**src/rtl/ld_pkg.sv**
```systemverilog
`timescale 1ns/1ps
package ld_pkg;
  typedef enum logic [1:0] {
    ST_WAIT = 2'd0,
    ST_LOAD = 2'd1,
    ST_DONE = 2'd2
  } ld_state_e;
endpackage

```
**src/rtl/ld_wptr.sv**
```systemverilog
`timescale 1ns/1ps
module ld_wptr #(
  parameter int unsigned ADDR_W    = 16,
  parameter int unsigned RAM_BASE  = 0,
  parameter int unsigned RAM_DEPTH = 512
) (
  input  logic              clk_i,
  input  logic              rst_ni,
  input  logic              adv_i,
  output logic [ADDR_W-1:0] ptr_o,
  output logic              last_o
);
  localparam logic [ADDR_W-1:0] BASE_A = ADDR_W'(RAM_BASE);
  localparam logic [ADDR_W-1:0] LAST_A = ADDR_W'(RAM_BASE + RAM_DEPTH - 1);

  logic [ADDR_W-1:0] ptr_q;

  always_ff @(posedge clk_i or negedge rst_ni) begin
    if (!rst_ni)                ptr_q <= BASE_A;
    else if (adv_i && !last_o)  ptr_q <= ptr_q + ADDR_W'(1);
  end

  assign ptr_o  = ptr_q;
  assign last_o = (ptr_q == LAST_A);


  ptr_step_chk: assert property (@(posedge clk_i) disable iff (!rst_ni)
    (adv_i && !last_o) |=> (ptr_q == $past(ptr_q) + ADDR_W'(1)));

  ptr_range_chk: assert property (@(posedge clk_i) disable iff (!rst_ni)
    (ptr_q >= BASE_A) && (ptr_q <= LAST_A));
endmodule

```
**src/rtl/ld_idle.sv**
```systemverilog
`timescale 1ns/1ps
module ld_idle #(
  parameter int unsigned IDLE_CHARS = 4
) (
  input  logic clk_i,
  input  logic rst_ni,
  input  logic run_i,
  input  logic clear_i,
  input  logic tick_i,
  output logic expire_o
);
  localparam int unsigned CW = $clog2(IDLE_CHARS + 1);
  localparam logic [CW-1:0] TOP = CW'(IDLE_CHARS - 1);

  logic [CW-1:0] cnt_q;

  assign expire_o = run_i && tick_i && !clear_i && (cnt_q == TOP);

  always_ff @(posedge clk_i or negedge rst_ni) begin
    if (!rst_ni)                      cnt_q <= '0;
    else if (clear_i || expire_o)     cnt_q <= '0;
    else if (run_i && tick_i)         cnt_q <= cnt_q + CW'(1);
  end


  idle_clear_chk: assert property (@(posedge clk_i) disable iff (!rst_ni)
    clear_i |=> (cnt_q == '0));

  idle_bound_chk: assert property (@(posedge clk_i) disable iff (!rst_ni)
    cnt_q <= TOP);

  idle_hold_chk: assert property (@(posedge clk_i) disable iff (!rst_ni)
    (!run_i && !clear_i) |=> $stable(cnt_q));
endmodule

```
**src/rtl/ram_loader.sv**
```systemverilog
`timescale 1ns/1ps
module ram_loader
  import ld_pkg::*;
#(
  parameter int unsigned ADDR_W     = 16,
  parameter int unsigned RAM_BASE   = 0,
  parameter int unsigned RAM_DEPTH  = 512,
  parameter int unsigned IDLE_CHARS = 4
) (
  input  logic              clk_i,
  input  logic              rst_ni,
  input  logic              rx_valid_i,
  input  logic [7:0]        rx_data_i,
  input  logic              char_tick_i,
  input  logic              tx_bit_i,
  output logic              ram_we_o,
  output logic [ADDR_W-1:0] ram_addr_o,
  output logic [7:0]        ram_wdata_o,
  output logic              tx_o,
  output logic              tx_oe_o,
  output logic              start_o,
  output logic              done_o,
  output logic [ADDR_W-1:0] entry_addr_o
);
  ld_state_e         state_q, state_d;
  logic              start_q;
  logic              accept, last, expire, fire;
  logic [ADDR_W-1:0] ptr;

  assign accept = rx_valid_i && (state_q != ST_DONE);

  ld_wptr #(.ADDR_W(ADDR_W), .RAM_BASE(RAM_BASE), .RAM_DEPTH(RAM_DEPTH)) u_wptr (
    .clk_i (clk_i),
    .rst_ni(rst_ni),
    .adv_i (accept),
    .ptr_o (ptr),
    .last_o(last)
  );

  ld_idle #(.IDLE_CHARS(IDLE_CHARS)) u_idle (
    .clk_i   (clk_i),
    .rst_ni  (rst_ni),
    .run_i   (state_q == ST_LOAD),
    .clear_i (accept),
    .tick_i  (char_tick_i),
    .expire_o(expire)
  );

  assign fire = (accept && last) || expire;

  always_comb begin
    state_d = state_q;
    if (fire)        state_d = ST_DONE;
    else if (accept) state_d = ST_LOAD;
  end

  always_ff @(posedge clk_i or negedge rst_ni) begin
    if (!rst_ni) begin
      state_q <= ST_WAIT;
      start_q <= 1'b0;
    end else begin
      state_q <= state_d;
      start_q <= fire;
    end
  end

  assign ram_we_o     = accept;
  assign ram_addr_o   = ptr;
  assign ram_wdata_o  = rx_data_i;
  assign start_o      = start_q;
  assign done_o       = (state_q == ST_DONE);
  assign entry_addr_o = ADDR_W'(RAM_BASE);

  // open-drain pin: only ever pulls low
  assign tx_o    = 1'b0;
  assign tx_oe_o = ~tx_bit_i;


  start_pulse_chk: assert property (@(posedge clk_i) disable iff (!rst_ni)
    start_o |=> !start_o);

  done_sticky_chk: assert property (@(posedge clk_i) disable iff (!rst_ni)
    done_o |=> done_o);

  start_done_chk: assert property (@(posedge clk_i) disable iff (!rst_ni)
    $rose(done_o) |-> start_o);

  wait_hold_chk: assert property (@(posedge clk_i) disable iff (!rst_ni)
    ((state_q == ST_WAIT) && !rx_valid_i) |=> !done_o);

  no_late_write_chk: assert property (@(posedge clk_i) disable iff (!rst_ni)
    start_o |-> !ram_we_o);
endmodule

```
**config.mk**
```make
export PLATFORM = sky130hd
export DESIGN_NAME = ram_loader
export DESIGN_NICKNAME = d
export VERILOG_FILES = /design/src/rtl/ld_pkg.sv /design/src/rtl/ld_wptr.sv /design/src/rtl/ld_idle.sv /design/src/rtl/ram_loader.sv
export SDC_FILE = /design/constraint.sdc
export NUM_CORES = 1
export LEC_CHECK = 0
export CAP_MARGIN = 15
export CORE_MARGIN = 4
export CORE_UTILIZATION = 35
export CTS_BUF_LIST = sky130_fd_sc_hd__clkbuf_16
export DETAILED_ROUTE_END_ITERATION = 12
export PLACE_DENSITY = 0.69
export SLEW_MARGIN = 20
export SYNTH_ARGS = -nofsm -noshare
export SYNTH_HDL_FRONTEND = slang
export SYNTH_SLANG_ARGS = --single-unit
```
**constraint.sdc**
```tcl
create_clock -name clk_i -period 5.2 [get_ports clk_i]
set_input_delay 0.52 -clock clk_i [delete_from_list [all_inputs] [get_ports clk_i]]
set_output_delay 0.52 -clock clk_i [all_outputs]
set_load 0.01 [all_outputs]
```
# --- Word level (Yosys, flattened, before mapping) ---
# Cells that the tools add are included.
# W data, S select, Z words.
classes:
  n_mux: 4
  addsub: 2
  eq_ne: 5
  bitwise: 1
  reduce_logical: 12
ops:
  columns: ["operator", "n"]
  rows:
  - ["$add A16 B1 Y16 const B", 1]
  - ["$eq A16 B9 Y1 const B", 1]
  - ["$logic_and A1 B1 Y1", 6]
  - ["$mux W3", 2]
  - ["$mux W2", 2]
  - ["$reduce_bool A2 Y1", 2]
  - ["$add A3 B1 Y3 const B", 1]
  - ["$eq A3 B2 Y1 const B", 1]
  - ["$eq A2 B1 Y1 const B", 1]
  - ["$eq A2 B2 Y1 const B", 1]
  - ["$logic_not A1 Y1", 2]
  - ["$logic_or A1 B1 Y1", 2]
  - ["$ne A2 B2 Y1 const B", 1]
  - ["$not A1 Y1", 1]
totals:
  output_inout_bits: 45
  wordCells: 28
  inputBits: 13
  ff_bits: 22

# --- Longest topological paths before layout ---
depth:
  depth_word: 7
  ltp_mapped: 6
  mapped_depth_nobuf: 6

# --- Cells and area by module ---
# A second synthesis with hierarchy kept.
hier_totals:
  hier_cells: 121
  area_unflattened_um2: 1342.5
modules_own_cells:
  columns: ["mod", "area_each_um2", "cells_per_inst", "seq_area_each_um2", "instances"]
  rows:
  - ["ld_wptr", 807.0, 65, 400.4, 1]
  - ["ram_loader", 344.1, 40, 75.1, 1]
  - ["ld_idle", 191.4, 16, 75.1, 1]

# --- Worst setup path after synthesis ---
# OpenSTA, ideal clock, no wires.
synth_timing:
  path_kind: "reg2reg"
  startpoint: "register u_wptr.ptr_q[10] (netlist: u_wptr.ptr_o[10])"
  endpoint: "register u_wptr.ptr_q[1] (netlist: u_wptr.ptr_o[1])"
  stages_incl_launch_ff: 5
  setup_slack_ns: 3.429
  arrival_time_ns: 1.644
  t_required_ns: 5.072
  setup_time_ns: 0.128
  path_buffers: 0
  period_less_slack_ns: 1.771
  path_cell_list: "dfrtp_1 or4_4 nor4_4 nor2_1 mux2_1"
synth_between:
  elab_chain_cells: 3
synth_lines:
  columns: ["item", "line_no", "rtl"]
  rows:
  - ["start: declaration", "ld_wptr.sv:16", "logic [ADDR_W-1:0] ptr_q;"]
  - ["start signal: assignment", "ld_wptr.sv:20", "else if (adv_i && !last_o) ptr_q <= ptr_q + ADDR_W'(1);"]
  - ["$eq A16 B9 Y1", "ld_wptr.sv:24", "assign last_o = (ptr_q == LAST_A);"]
  - ["$logic_not A1 Y1", "ld_wptr.sv:20", null]
  - ["$logic_and A1 B1 Y1", "ld_wptr.sv:20", null]
# No other way between the ends.
# A chain may end at the register's enable or synchronous reset.

# --- Worst setup path in the final report ---
layout_timing:
  startpoint: "input port rx_valid_i"
  endpoint: "output port ram_we_o"
layout_between:
  elab_chain_cells: 1
layout_lines:
  columns: ["item", "line_no", "rtl"]
  rows:
  - ["start: declaration", "ram_loader.sv:12", "input logic rx_valid_i,"]
  - ["$logic_and A1 B1 Y1", "ram_loader.sv:30", "assign accept = rx_valid_i && (state_q != ST_DONE);"]
  - ["end: declaration", "ram_loader.sv:16", "output logic ram_we_o,"]
# No other way between the ends.

==> metrics.txt <==
Yosys top cell area share 42.8%; Final Util between 40% and 50%; P_leak 0.695 nW; async set-reset flop share out of synthesis 100%; met1 global-route usage 14.2%; DR pass1 iterations 4; post-CTS setup buffers 0; vias in the first global route 890; met2 usage 20.4%; Area Overhead vs Synth 17.8%; Die Footprint 4710 um^2; CTS tree built; main flop type after synthesis dfrtp_1; initial antenna violation count 0; H-tree levels 1; netlist area before placement 1290 um^2; Worst Setup Path Type primary input to output port; peak supply drop 0.240 mV; most frequent CP cell clkdlybuf4s50_1; Synth area leaders dfrtp_1 43%, buf_4 15%, xor2_1 7.5%, ha_1 2.9%, nor3_1 2.7%; Reg-to-Reg Start u_wptr.ptr_o[10]; worst skew pair latency 0.25 ns; highest clock rate 0.380 GHz; pre-CTS WS 2.55 ns; Worst setup EP type output port; Worst path slowest cell clkdlybuf4s50_1; Yosys reg bits 22; TritonCTS buffer count 3; area fraction in compound gates after synthesis 1.75%; path depth of the worst reg2reg path 4; Tcrit/Tclk final approximately half; Synth Area in Adders under 10%; clock slew at the register clock pins of the worst setup and hold paths 0.06 ns; synthesized instance count 128; Die X 68.7 um; worst hold path type primary input to asynchronous set/reset pin; largest net degree at the start of global routing 23; GRT busiest layer met2; hold_ws ~0.22 ns; register area share after synthesis 42.8%; xor/xnor share of the synthesized area 10.2%; Buf/Inv on CP 3; Non-Filler Instances 191; Synth cell types 31; Post-synth EDFFs 0; share of layout cells above drive strength 1 approximately 6.9%; Routed Antenna Nets 0; status completed; slew at the pin closest to its max-slew limit 0.598 ns; worst reg2reg endpoint u_wptr.ptr_o[1]; CTS Hold Bufs 0; ant diodes 0; initial DRC count 37; final WL 2630 um; total grt overflow 0; Synthesis Warnings 0; R2R setup slack 3.04 ns; setup slack after layout approximately 2.6 ns; post-CTS resize count 0; Critical Path Source Type primary input; main combinational cell family by area after synthesis simple AND/OR/NAND/NOR gates; I/O pins 58; WL/cell 13.8 um; Avg Inst Size Synth 10.1 um^2; worst-path maximum fanout 14; post-synthesis mux area share roughly 1.7%; Final Max Slew Viols 0; Rel. slew slack 59.8%; gr usage total 11.9%; RSZ-0062 raised after global routing false; DRC 0; Clock Sinks 22; row count 21; DR vias 916; crit path DAT 2.11 ns; P per Cell Area 356 nW/um^2; met3 usage between 2 and 2.5%; Max-cap violations 0; Initial Util 37.4%; Die Y 68.7 um; clock skew approximately 0.0050 ns; Fin. Hold Viols 0; clock tree buffer depth 2; Yosys top cell by area dfrtp_1; first-pass GRT wire length 4130 um; drt via density 4.80; CP peak stage delay 0.57 ns; CP Cell Sequence clkdlybuf4s50_1, nand2_1, inv_1, clkdlybuf4s50_1; root buf cell clkbuf_16; DP HPWL 2030 um; Layout Nets 162; Final setup viols 0; dpl cells around 190; Simple-Gate Fraction of Synth Area 23.1%; Fill cells 334; floorplan core area 3440 um^2; Buffers on Ports 24; Period minus WS final 2.63 ns; TNS Setup 0 ns; CP required 4.68 ns; cell family with most CP delay buffers and inverters; gpl congestion 0.824
-- cells in the final DEF (no fill, tap or decap), drive strengths merged, types with 2 or more instances in the layout --
master and count:
clkdlybuf4s50 23, dfrtp 22, conb 17, xor2 11
nand2 8, nor2 8, nor3 8, nand3 6
inv 5, nor4 5, xnor2 4, a21oi 3
ha 3, clkbuf 3, nand2b 2, nor3b 2
nor4b 2, nand4 2, mux2 2
-- final cells by class --
type / count / area (um^2) / share of cell area (%)
Clock buffer: 3 / 75.1 / 4.95
Clock inverter: 1 / 3.75 / 0.248
Inverter: 5 / 18.8 / 1.24
Multi-Input combinational cell: 90 / 576 / 38.0
Sequential cell: 22 / 551 / 36.3
Tap cell: 46 / 57.6 / 3.80
Timing Repair Buffer: 24 / 235 / 15.5
-- registers in the layout, indices dropped and copies added, names as in the netlist --
| signal | flops |
|---|---|
| u_wptr.ptr_o | 16 |
| u_idle.cnt_q | 3 |
| state_q | 2 |
| start_o | 1 |
-- stage by stage --
| step | power, mW | instance area [um^2] |
|---|---|---|
| final | 0.540 | 1520 |
| after floorplan | 0.318 | 1350 |
| after CTS | 0.545 | 1520 |
| after detailed placement | 0.381 | 1440 |
| after global placement | 0.374 | 1440 |
| after global routing | 0.571 | 1520 |
-- worst max path at each step --
stage	slack (ns)	to	cells past startpoint	start
after floorplan	3.43	u_wptr.ptr_o[1]	4	u_wptr.ptr_o[10]
after global placement	2.58	ram_we_o	4	rx_valid_i
after detailed placement	2.55	ram_we_o	4	rx_valid_i
after CTS	2.55	ram_we_o	4	rx_valid_i
after global routing	2.49	ram_we_o	4	rx_valid_i
final	2.57	ram_we_o	4	rx_valid_i
-- per-layer routing --
| layer | vias up | part of all wire, % |
|---|---|---|
| met5 | - | 0 |
| met4 | 0 | 2.1 |
| met3 | 7 | 8.4 |
| met2 | 51 | 49 |
| met1 | 434 | 40 |
| li1 | 424 | - |
-- power breakdown --
group | total [mW] | switching (mW) | internal, mW
registers | 0.243 | 0.0438 | 0.199
logic | 0.135 | 0.0630 | 0.0724
clock network | 0.162 | 0.0597 | 0.103
-- cell usage after synthesis, types with 2 or more instances --
library cell  instances
nand2_1               8
inv_1                 5
dfrtp_1              22
xnor2_1               4
a21oi_1               3
nor3b_1               2
ha_1                  3
buf_4                25
nor4_1                4
nor4b_1               2
nor3_1                7
nand3_1               6
nor2_1                8
xor2_1               11
nand2b_1              2
-- logic make-up after synthesis --
logic type	Yosys count
AO/OA/AOI/OAI	4
buffers and inverters	32
AND/OR/NAND/NOR	49
multiplexers	2
other	1
XOR/XNOR	15
flip-flops	22
adder cells (fa/ha/maj)	3
Note: power is estimated with default switching activity, not from simulation.
